[src/rtl/sre_pkg.sv]
package sre_pkg;

    // Protocol durations in microseconds
    localparam int REQ_MIN_US = 500;
    localparam int GAP_US     = 40;
    localparam int ACK_LO_US  = 80;
    localparam int ACK_HI_US  = 80;
    localparam int BIT_LO_US  = 50;
    localparam int ZERO_HI_US = 24;
    localparam int ONE_HI_US  = 68;
    localparam int TAIL_US    = 50;

    typedef enum logic [2:0] {
        PH_IDLE,
        PH_GAP,
        PH_ACK_LO,
        PH_ACK_HI,
        PH_BIT_LO,
        PH_BIT_HI,
        PH_TAIL
    } phase_e;

    // Whole cycles covering a duration, rounded up
    function automatic int cyc_of(longint hz, int us);
        longint t;
        t = (hz * longint'(us) + 64'sd999999) / 64'sd1000000;
        return int'(t);
    endfunction

    function automatic int imax(int a, int b);
        return (a > b) ? a : b;
    endfunction

endpackage

[src/rtl/sre_sync.sv]
module sre_sync #(
    parameter logic RST_VAL = 1'b1
) (
    input  logic clk,
    input  logic rst,
    input  logic d,
    output logic q
);
    logic meta;

    always_ff @(posedge clk) begin
        if (rst) begin
            meta <= RST_VAL;
            q    <= RST_VAL;
        end else begin
            meta <= d;
            q    <= meta;
        end
    end
endmodule

[src/rtl/sre_req_qual.sv]
module sre_req_qual #(
    parameter int MIN_C = 6000,
    localparam int CW   = $clog2(MIN_C + 1)
) (
    input  logic          clk,
    input  logic          rst,
    input  logic          listen,
    input  logic          line,
    output logic          arm,
    output logic [CW-1:0] low_cnt
);
    // Saturating count of consecutive low samples while listening
    always_ff @(posedge clk) begin
        if (rst || !listen) begin
            low_cnt <= '0;
        end else if (!line) begin
            if (low_cnt < CW'(MIN_C))
                low_cnt <= low_cnt + 1'b1;
        end else begin
            low_cnt <= '0;
        end
    end

    assign arm = listen && line && (low_cnt >= CW'(MIN_C));
endmodule

[src/rtl/sre_phase_timer.sv]
module sre_phase_timer #(
    parameter int TW = 8
) (
    input  logic          clk,
    input  logic          rst,
    input  logic          load,
    input  logic [TW-1:0] load_val,
    output logic          done
);
    logic [TW-1:0] cnt;

    always_ff @(posedge clk) begin
        if (rst)
            cnt <= '0;
        else if (load)
            cnt <= load_val;
        else if (cnt != '0)
            cnt <= cnt - 1'b1;
    end

    assign done = (cnt == '0);
endmodule

[src/rtl/sensor_reply_emu.sv]
module sensor_reply_emu
    import sre_pkg::*;
#(
    parameter longint CLK_HZ     = 12_000_000,
    parameter int     FRAME_BITS = 40
) (
    input  logic                  clk,
    input  logic                  rst,
    input  logic [FRAME_BITS-1:0] frame_i,
    input  logic                  line_i,
    output logic                  pull_low_o,
    output logic                  busy_o
);
    localparam int MIN_C    = cyc_of(CLK_HZ, REQ_MIN_US);
    localparam int GAP_C    = cyc_of(CLK_HZ, GAP_US);
    localparam int ACK_LO_C = cyc_of(CLK_HZ, ACK_LO_US);
    localparam int ACK_HI_C = cyc_of(CLK_HZ, ACK_HI_US);
    localparam int BIT_LO_C = cyc_of(CLK_HZ, BIT_LO_US);
    localparam int ZERO_C   = cyc_of(CLK_HZ, ZERO_HI_US);
    localparam int ONE_C    = cyc_of(CLK_HZ, ONE_HI_US);
    localparam int TAIL_C   = cyc_of(CLK_HZ, TAIL_US);
    localparam int MAX_C    = imax(imax(imax(GAP_C, ACK_LO_C), imax(ACK_HI_C, BIT_LO_C)),
                                   imax(imax(ZERO_C, ONE_C), TAIL_C));
    localparam int TW       = $clog2(MAX_C + 1);
    localparam int CW       = $clog2(MIN_C + 1);
    localparam int BW       = $clog2(FRAME_BITS);

    logic                  line_s;
    logic                  arm;
    logic [CW-1:0]         low_cnt;
    logic                  tmr_done;
    logic                  tmr_load;
    logic [TW-1:0]         tmr_val;
    phase_e                st, st_nxt;
    logic [FRAME_BITS-1:0] frame_q;
    logic [BW-1:0]         bits_left;
    logic                  capture, shift;

    sre_sync #(.RST_VAL(1'b1)) u_sync (
        .clk (clk),
        .rst (rst),
        .d   (line_i),
        .q   (line_s)
    );

    sre_req_qual #(.MIN_C(MIN_C)) u_qual (
        .clk     (clk),
        .rst     (rst),
        .listen  (st == PH_IDLE),
        .line    (line_s),
        .arm     (arm),
        .low_cnt (low_cnt)
    );

    sre_phase_timer #(.TW(TW)) u_tmr (
        .clk      (clk),
        .rst      (rst),
        .load     (tmr_load),
        .load_val (tmr_val),
        .done     (tmr_done)
    );

    // Phase sequencing: each phase lasts exactly its loaded length
    always_comb begin
        st_nxt   = st;
        tmr_load = 1'b0;
        tmr_val  = '0;
        capture  = 1'b0;
        shift    = 1'b0;
        case (st)
            PH_IDLE: if (arm) begin
                st_nxt   = PH_GAP;
                tmr_load = 1'b1;
                tmr_val  = TW'(GAP_C - 1);
                capture  = 1'b1;
            end
            PH_GAP: if (tmr_done) begin
                st_nxt   = PH_ACK_LO;
                tmr_load = 1'b1;
                tmr_val  = TW'(ACK_LO_C - 1);
            end
            PH_ACK_LO: if (tmr_done) begin
                st_nxt   = PH_ACK_HI;
                tmr_load = 1'b1;
                tmr_val  = TW'(ACK_HI_C - 1);
            end
            PH_ACK_HI: if (tmr_done) begin
                st_nxt   = PH_BIT_LO;
                tmr_load = 1'b1;
                tmr_val  = TW'(BIT_LO_C - 1);
            end
            PH_BIT_LO: if (tmr_done) begin
                st_nxt   = PH_BIT_HI;
                tmr_load = 1'b1;
                tmr_val  = frame_q[FRAME_BITS-1] ? TW'(ONE_C - 1) : TW'(ZERO_C - 1);
            end
            PH_BIT_HI: if (tmr_done) begin
                shift    = 1'b1;
                tmr_load = 1'b1;
                if (bits_left == '0) begin
                    st_nxt  = PH_TAIL;
                    tmr_val = TW'(TAIL_C - 1);
                end else begin
                    st_nxt  = PH_BIT_LO;
                    tmr_val = TW'(BIT_LO_C - 1);
                end
            end
            PH_TAIL: if (tmr_done) st_nxt = PH_IDLE;
            default: st_nxt = PH_IDLE;
        endcase
    end

    always_ff @(posedge clk) begin
        if (rst) begin
            st        <= PH_IDLE;
            frame_q   <= '0;
            bits_left <= '0;
        end else begin
            st <= st_nxt;
            if (capture) begin
                frame_q   <= frame_i;
                bits_left <= BW'(FRAME_BITS - 1);
            end else if (shift) begin
                frame_q   <= {frame_q[FRAME_BITS-2:0], 1'b0};
                bits_left <= bits_left - 1'b1;
            end
        end
    end

    assign pull_low_o = (st == PH_ACK_LO) || (st == PH_BIT_LO) || (st == PH_TAIL);
    assign busy_o     = (st != PH_IDLE);
endmodule

[config.mk]
export PLATFORM = sky130hd
export DESIGN_NAME = sensor_reply_emu
export DESIGN_NICKNAME = d
export VERILOG_FILES = /design/src/rtl/sre_pkg.sv /design/src/rtl/sre_sync.sv /design/src/rtl/sre_req_qual.sv /design/src/rtl/sre_phase_timer.sv /design/src/rtl/sensor_reply_emu.sv
export SDC_FILE = /design/constraint.sdc
export NUM_CORES = 1
export LEC_CHECK = 0
export ABC_AREA = 1
export BUFFER_PORTS_ARGS = -buffer_cell sky130_fd_sc_hd__buf_2
export CAP_MARGIN = 20
export CORE_MARGIN = 3
export CORE_UTILIZATION = 53
export DETAILED_ROUTE_END_ITERATION = 7
export HOLD_SLACK_MARGIN = 0.08
export PLACE_DENSITY = 0.76
export RECOVER_POWER = 100
export SETUP_SLACK_MARGIN = 0.05
export SYNTH_ARGS = -nofsm -noshare
export SYNTH_HDL_FRONTEND = slang
export SYNTH_SLANG_ARGS = --single-unit
[constraint.sdc]
create_clock -name clk -period 1.65 [get_ports clk]
set_clock_uncertainty 0.2 [all_clocks]
set_input_delay 0.2475 -clock clk [delete_from_list [all_inputs] [get_ports clk]]
set_output_delay 0.2475 -clock clk [all_outputs]
set_load 0.01 [all_outputs]
# Word level (Yosys, flattened, before mapping)

Cells that the tools add are included.
Widths: inputs -> output; s select.

Bits in registers: 74
Output and inout bits: 2
Logic and storage cells: 71

Add/sub/neg operators: 3
Magnitude comparators: 2
Equal/unequal tests: 13
Mux-type cells: 26
Reduce and logical (&&, ||, !) cells: 19

Operator list:

| operator              | count |
|---|---|
| $mux 40               | 2 |
| $mux 10               | 6 |
| $pmux 10 s4           | 1 |
| $mux 3                | 7 |
| $pmux 3 s7            | 1 |
| $ne 2x2->1 const B    | 7 |
| $add 13x1->13 const B | 1 |
| $ge 13x13->1 const B  | 1 |
| $lt 13x13->1 const B  | 1 |
| $mux 6                | 2 |
| $logic_not 10->1      | 1 |
| $reduce_bool 10->1    | 1 |
| $sub 10x1->10 const B | 1 |
| $eq 3x3->1 const B    | 3 |
| $mux 9                | 1 |
| $reduce_or 2->1       | 4 |
| $reduce_and 7->1      | 1 |
| $eq 3x2->1 const B    | 2 |
| $logic_not 6->1       | 1 |
| $sub 6x1->6 const B   | 1 |
| $reduce_or 5->1       | 1 |
| $mux 1                | 4 |
| $reduce_bool 2->1     | 2 |
| $eq 3x1->1 const B    | 1 |
| other kinds (7)       | 10 |

# Logic depth before layout (Yosys ltp)

Gate-level depths: netlist of run 1.

Depth in word-level cells: 6
Gate-level depth with buffers: 11
Mapped depth without buffers: 10

# Modules after synthesis

Synthesis of run 1 repeated with hierarchy kept, for this count alone.

Cells, all modules: 661
Area, all modules: 4160.2 um^2

Modules (own cells, without submodules):

| module           | times used | cells an instance | area an instance (um^2) | seq. area each (um^2) |
|---|---|---|---|---|
| sensor_reply_emu | 1          | 398               | 2555.0                  | 980.9 |
| sre_req_qual     | 1          | 134               | 829.5                   | 260.2 |
| sre_phase_timer  | 1          | 122               | 716.9                   | 200.2 |
| sre_sync         | 1          | 7                 | 58.8                    | 40.0 |

# Worst setup path before layout of run 1

No wires, ideal clock.

Kind: register to register
From: register u_tmr.cnt[0]
To: register frame_q[6]
Setup time: 0.114 ns
Arrival time: 1.340 ns
Required time: 1.336 ns
Path slack: -0.004 ns
Stages on the path, launching flop included: 11
Period minus slack after synthesis: 1.654 ns
Cell sequence: dfxtp_1 > inv_1 > ha_1 > nand3_4 > nor2_8 > nand2_4 > buf_4 > nand2_1 > nand3_1 > nand2_1 > nor2_2

Cells in the longest elaborated chain, start to end: 4

RTL lines:

| element                            | RTL line                | source |
|---|---|---|
| from (decl)                        | sre_phase_timer.sv:10   | `logic [TW-1:0] cnt;` |
| from (signal assigned)             | sre_phase_timer.sv:16   | `cnt <= load_val;` |
| from (signal assigned)             | sre_phase_timer.sv:18   | `cnt <= cnt - 1'b1;` |
| $logic_not 10->1                   | sre_phase_timer.sv:21   | `assign done = (cnt == '0);` |
| $mux 1                             | sensor_reply_emu.sv:97  | `PH_BIT_HI: if (tmr_done) begin` |
| $mux 1                             | sensor_reply_emu.sv:70  | `case (st)` |
| $reduce_bool 2->1 (no source line) | --                      |  |
| to (signal assigned)               | sensor_reply_emu.sv:121 | `frame_q <= frame_i;` |
| to (signal assigned)               | sensor_reply_emu.sv:124 | `frame_q <= {frame_q[FRAME_BITS-2:0], 1'b0};` |
| to (decl)                          | sensor_reply_emu.sv:35  | `logic [FRAME_BITS-1:0] frame_q;` |

No other way between the ends.
A chain may end at the register's enable or synchronous reset.

# Worst setup path in the final report of run 1

From: register u_tmr.cnt[5]
To: register u_tmr.cnt[5]

Cells in the longest elaborated chain, start to end: 4
Elaborated cells between the ends (all ways): 11
Those cells by class: 1 x add/sub; 7 x mux; 3 x reduce/logical

RTL lines:

| element |
|---|
| parallel branches: the longest is 4 deep, another holds $sub 10x1->10 |

Parallel ways; which one is timed is not known. The select of a mux whose other input is x is not followed.

==> metrics.txt, run 1 <==
status=complete, but fails checks; failing checks=setup timing; count of input and output buffers=44; Area Growth Syn to Fin=54.1%; worst slew pin tran=just over 0.6 ns; final slew viol count=0; CP peak stage delay=0.36 ns; CP Launch Type=flop; Syn Nets=665; worst r2r path cells=10; Site Rows=32; Seq/Total Area, Yosys=0.348; routed wire length per instance=around 19 um; switching pwr=0.00297 W; synth warn=0; clock-pin slew on the worst setup and hold paths=0.09 ns; die width=95.7 um; switch share=0.397; DPL Wire Length=6.72 mm; Longest Clk Path Bufs=2; TritonCTS Buffers=9; CP cell instances=nor2_4 -> nand2_4 -> buf_6 -> nor3_4 -> nand2_2 -> nand2_2 -> inv_2 -> nand2_1 -> nand2_1 -> nor2_1; Crit Path Class=flop to flop; P_leak=3.31 nW; Data arrival, critical path=about 2.1 ns; synthesized area=0.00426 mm^2; final hold vios=0; die height=95.7 um; Post-Syn Instances=617; RSZ-0062 raised after global routing=true; Synth area leaders=dfxtp_1, nand2_1, nor2_1; max cap viols=0; Sink Count=74; Core ar.=slightly below 0.008 mm^2; first-pass GRT wire length=a little under 20 mm; total number of vias=around 5000; GRT Overall Usage=0.275; min-delay worst type=primary input to flop; Top delay family on crit path=simple AND/OR/NAND/NOR gates; register bit total from synthesis=74; CP Capture Type=flop; worst-path fanout max=4; Worst-Skew Late Latency=0.36 ns; slowest cell on the critical path=dfxtp_4; DRC errors left=0; total die area=roughly 0.0092 mm^2; Hold EP=u_tmr.cnt[6]$_SDFFE_PP0P_; initial detailed-routing violation count=~410; worst hold slack=approximately 0.18 ns; remaining antenna violation count after routing=0; ratio of cells with drive above 1 in the final layout=0.511; vias in the first global route=4484; most frequent cells in the layout=nand2_1, nand2_2, dfxtp_1; CTS root buffer=clkbuf_8; normalized max-slew margin=0.598; internal power consumption=0.00451 W; Overflow after GRT=0; most common cell after layout, fill and taps aside=nand2_1; Buf/Inv on CP=2; RD Place Congestion=0.844; Hold Path Stages=3; Final min period=between 2 and 2.5 ns; Post-Place Setup Slack=-0.0983 ns; Worst VDD drop=between 1000 and 1500 uV; Yosys top cell area share=0.348; I/O pin total=45; routed vias/inst=between 5 and 6; Layout Nets=808; PwrDens=approximately 1100 mW/mm^2; Gate power share=0.482; sequential power share=0.279; crit share post-route=1.22; FF-to-FF setup slack=-0.36 ns; largest net degree at the start of global routing=42; r2r startpoint=u_tmr.cnt[5]$_SDFFE_PP0P_; n_diodes=0; Synth area leader=dfxtp_1; H-tree lvl count=3; drt total wl=~16 mm; Final TNS setup=-8.53 ns; Peak Freq=498 MHz; CP required=between 1.5 and 2 ns; antenna violations before repair=0; Synth cell types=36; Initial DRT Pass Iterations=6; Mean Syn Cell Area=between 6 and 7 um^2; Crit Reg-Reg Endpoint=u_tmr.cnt[5]$_SDFFE_PP0P_; Final setup viols=59; CTS tree=done; initial core utilization=0.549; hold path startpoint=rst; final setup margin=-0.360 ns; total power draw=between 0.007 and 0.008 W; clock network power share=0.239
-- metal layers --
metal | vias up | wire length, um | GRT usage | share of wire
met4 | 0 | 1070 | 0.145 | 0.065
li1 | 2223 | - | - | -
met5 | - | 0 | 0 | 0
met2 | 317 | 8310 | 0.484 | 0.51
met1 | 2362 | 5810 | 0.319 | 0.36
met3 | 113 | 1140 | 0.0403 | 0.070
-- synth_stat cells, drive strengths merged --
cell and instances:
and3 1, xor2 8, a21oi 26, o21bai 1
nor2 120, ha 5, buf 24, clkbuf 2
nor3 8, or2 2, nand2 204, xnor2 6
o21ai 16, dfxtp 74, nand4 3, a31oi 2
o211ai 1, nand3b 1, nand3 64, clkinv 2
inv 47
-- repair_timing --
| item | in CTS | in global routing |
|---|---|---|
| gates cloned | 5 | 2 |
| setup buffers | 7 | 11 |
| resized for setup | 63 | 163 |
| pin swaps | 7 | 38 |
| setup endpoints to repair | 72 | 73 |
| hold buffers | 41 | 1 |
| hold endpoints to repair | 45 | 5 |
-- cells by family after synthesis --
| kind of cell | after synthesis | synth area share |
|---|---|---|
| buf+inv | 75 | 0.0995 |
| fa+ha+maj | 5 | 0.0147 |
| simple gates | 403 | 0.454 |
| compound gates | 46 | 0.0558 |
| flops | 74 | 0.348 |
| xor+xnor | 14 | 0.0288 |
-- worst max-delay path by stage --
stage / end / slack, ns / start / depth (start not counted)
3_5_place_dp: frame_q[39]$_SDFFE_PP0P_ / -0.1 / u_tmr.cnt[1]$_SDFFE_PP0P_ / 11
2_1_floorplan: frame_q[16]$_SDFFE_PP0P_ / 0.06 / st[2]$_SDFFE_PP0P_ / 9
5_1_grt: u_tmr.cnt[5]$_SDFFE_PP0P_ / -0.40 / u_tmr.cnt[5]$_SDFFE_PP0P_ / 10
4_1_cts: frame_q[1]$_SDFFE_PP0P_ / -0.06 / u_tmr.cnt[1]$_SDFFE_PP0P_ / 11
3_3_place_gp: bits_left[5]$_SDFFE_PP0P_ / -0.04 / u_qual.low_cnt[8]$_SDFFE_PP0N_ / 9
6_report: u_tmr.cnt[5]$_SDFFE_PP0P_ / -0.36 / u_tmr.cnt[5]$_SDFFE_PP0P_ / 10
-- cell type report --
cell class	instances	area, um^2
clock buffer	10	128
clock inverter	6	114
fill	373	1200
inverter	49	206
multi-input combinational	468	3030
sequential	74	1510
tap	102	128
timing repair buffer	158	1460
-- power by group through the flow --
stage / combinational (W) / clock (W) / sequential (W)
finish: 0.00361 / 0.00179 / 0.00208
global route: 0.00378 / 0.00185 / 0.00209
CTS: 0.00264 / 0.00174 / 0.00204
detailed placement: 0.00222 / 0 / 0.00208
global placement: 0.00216 / 0 / 0.00207
floorplan: 0.00147 / 0 / 0.00208
-- sequential cells by signal, summed over array words and instances (netlist names) --
signal and cells:
bits_left 6, frame_q 40, st 3, u_qual.low_cnt 13, u_sync.meta 1, u_sync.q 1
u_tmr.cnt 10
-- tightest hold or removal path, cell delays in order --
cell	delay [ns]
buf_2	0.16
buf_4	0.20
nor2_1	0.10
-- metrics by stage --
step	std cells	utilization	area [um^2]
2_1_floorplan	617	-	4280
3_3_place_gp	785	0.623	4840
3_5_place_dp	785	0.623	4840
4_1_cts	854	0.757	5880
5_1_grt	867	0.846	6570
6_report	867	0.846	6570
Note: power is estimated with default switching activity, not from simulation.
==> run 2: changes to the inputs <==
--- a/config.mk
+++ b/config.mk
@@ -8,8 +8,10 @@
 export ABC_AREA = 1
 export BUFFER_PORTS_ARGS = -buffer_cell sky130_fd_sc_hd__buf_2
 export CAP_MARGIN = 20
+export CELL_PAD_IN_SITES_DETAIL_PLACEMENT = 0
+export CELL_PAD_IN_SITES_GLOBAL_PLACEMENT = 2
 export CORE_MARGIN = 3
-export CORE_UTILIZATION = 53
+export CORE_UTILIZATION = 30
 export DETAILED_ROUTE_END_ITERATION = 7
 export HOLD_SLACK_MARGIN = 0.08
 export PLACE_DENSITY = 0.76
==> run 2 against run 1 <==
  * The run still ends with setup timing left
  * Final area is 0.80% lower
  * Via count is 16% lower
  * Total power is 8.1% lower
  * Global-route usage is 13 points lower
  * Routed wire length is 28% lower
  * Register-to-register slack better by 0.34 ns
  * Highest routed layer unchanged
==> metrics.txt, run 2 (synthesis results as in run 1) <==
status=complete, but fails checks; failing checks=setup timing; Final min period=1.67 ns; CP required=around 1.7 ns; Area Growth Syn to Fin=52.8%; clock network power share=0.268; count of input and output buffers=44; routed wire length per instance=12.4 um; antenna violations before repair=0; normalized max-slew margin=0.659; worst hold slack=0.120 ns; final setup margin=-0.0210 ns; RSZ-0062 raised after global routing=true; switching pwr=0.00245 W; Initial DRT Pass Iterations=4; initial detailed-routing violation count=roughly 200; Layout Nets=818; largest net degree at the start of global routing=between 40 and 50; max FFs per register=40; final slew viol count=0; Gate power share=0.433; Site Rows=42; worst slew pin tran=slightly above 0.5 ns; Final setup viols=12; n_diodes=0; most common cell after layout, fill and taps aside=nand2_1; Placed Area=0.00498 mm^2; remaining antenna violation count after routing=0; max cap viols=0; total power draw=0.00687 W; GRT Overall Usage=0.149; CP Launch Type=flop; TritonCTS Buffers=9; Longest Clk Path Bufs=2; routed vias/inst=about 4.5; worst-path fanout max=7; most frequent cells in the layout=nand2_1, buf_4, nor2_1, dfxtp_1, nand2_2; CTS tree=done; total number of vias=4234; Worst-Skew Late Latency=0.34 ns; CTS root buffer=clkbuf_16; PwrDens=approximately 1100 mW/mm^2; die height=125 um; final hold vios=0; P_leak=3.23 nW; Data arrival, critical path=1.75 ns; ratio of cells with drive above 1 in the final layout=0.465; sequential cell area=around 0.0015 mm^2; DRC errors left=0; sequential power share=0.300; clock-pin slew on the worst setup and hold paths=0.06 ns; die width=125 um; CP Capture Type=flop; placed cell count=865; Peak Freq=598 MHz; first-pass GRT wire length=19.4 mm; Regs by FF count=frame_q x40, u_qual.low_cnt x13, u_tmr.cnt x10; vias in the first global route=approximately 4200; H-tree lvl count=3; Crit Path Class=flop to flop; total die area=0.0157 mm^2; initial core utilization=0.314; min-delay worst type=primary input to flop; crit share post-route=1.01; internal power consumption=0.00442 W; switch share=0.357; DPL Wire Length=approximately 7.3 mm; Final Non-Filler Cells=about 950; Top reg by flops=frame_q; I/O pin total=45; footprint of the multi-input gates=between 0.002 and 0.003 mm^2; Overflow after GRT=0; Sink Count=74; Filler cells=~1400; Design Area, Final=0.00652 mm^2; Worst VDD drop=572 uV; drt total wl=11.8 mm; Core ar.=between 0.01 and 0.015 mm^2; RD Place Congestion=0.828; Post-Place Setup Slack=-0.0959 ns
[run 2: changes by cell type in the layout (fill, tap and decap cells not counted), moves of 5 or more]
cell / change
nand3_1: +7
buf_4: +16
nand2_4: -11
nand2_2: -16
nor2_2: -5
nor2_1: +5
clkbuf_8: -8
clkbuf_16: +11
nand2_1: +27
[run 2: power by group through the flow]
| stage | Combinational (W) | Sequential [W] | Clock [W] |
|---|---|---|---|
| 6_report | 0.00297 | 0.00206 | 0.00184 |
| 4_1_cts | 0.00266 | 0.00205 | 0.00191 |
| 2_1_floorplan | 0.00147 | 0.00208 | 0 |
| 3_5_place_dp | 0.00229 | 0.00208 | 0 |
| 5_1_grt | 0.00331 | 0.00207 | 0.00198 |
| 3_3_place_gp | 0.00229 | 0.00207 | 0 |
[run 2: cell type report]
class,count,share of cell area
Inverter,49,0.0319
Clock buffer,10,0.0367
Timing Repair Buffer,167,0.225
Clock inverter,6,0.00499
Sequential cell,74,0.231
Tap cell,176,0.0338
Multi-Input combinational cell,469,0.436
[run 2: timing repair]
item | in CTS | in global routing
endpoints found under the setup margin | 68 | 73
endpoints found under the hold margin | 46 | 0
gates resized for setup | 92 | 66
pin swaps | 19 | 26
buffers inserted | 12 | 11
gates cloned | 1 | 5
hold buffers | 41 | 0
[run 2: final timing paths]
check                                               start  cells past startpoint  slack [ns]                      end
worst min register to register     u_sync.meta$_SDFF_PP1_                      1        0.21      u_sync.q$_SDFF_PP1_
worst max register to register  u_tmr.cnt[1]$_SDFFE_PP0P_                     11       -0.02  frame_q[2]$_SDFFE_PP0P_
worst min-delay path                                  rst                      3        0.12       st[2]$_SDFFE_PP0P_
worst max-delay path            u_tmr.cnt[1]$_SDFFE_PP0P_                     11       -0.02  frame_q[2]$_SDFFE_PP0P_
[run 2: metal layers]
metal | share of wire | routed length [um] | GRT usage | up-vias
li1 | - | - | - | 2233
met3 | 0.027 | 316 | 0.0328 | 16
met1 | 0.47 | 5500 | 0.187 | 1936
met5 | 0 | 0 | 0 | -
met4 | 0.018 | 210 | 0.0529 | 0
met2 | 0.49 | 5770 | 0.253 | 49
[run 2: through the flow]
stage          setup TNS, ns  utilization
6_report             -0.0834        0.481
5_1_grt                -4.74        0.481
3_3_place_gp           -2.34        0.368
4_1_cts             -0.00977        0.448
3_5_place_dp           -2.41        0.368
2_1_floorplan              0            -
[run 2: worst max-delay path, stage by stage, from the launching register on]
cell       delay, ns
dfxtp_2         0.32
inv_2           0.07
ha_4            0.17
nand3_4         0.09
nor2_8          0.16
nand2_8         0.09
clkinv_8        0.09
clkbuf_16       0.15
nand2_2         0.05
nand3_2         0.06
nand2_2         0.05
nor2_2          0.11
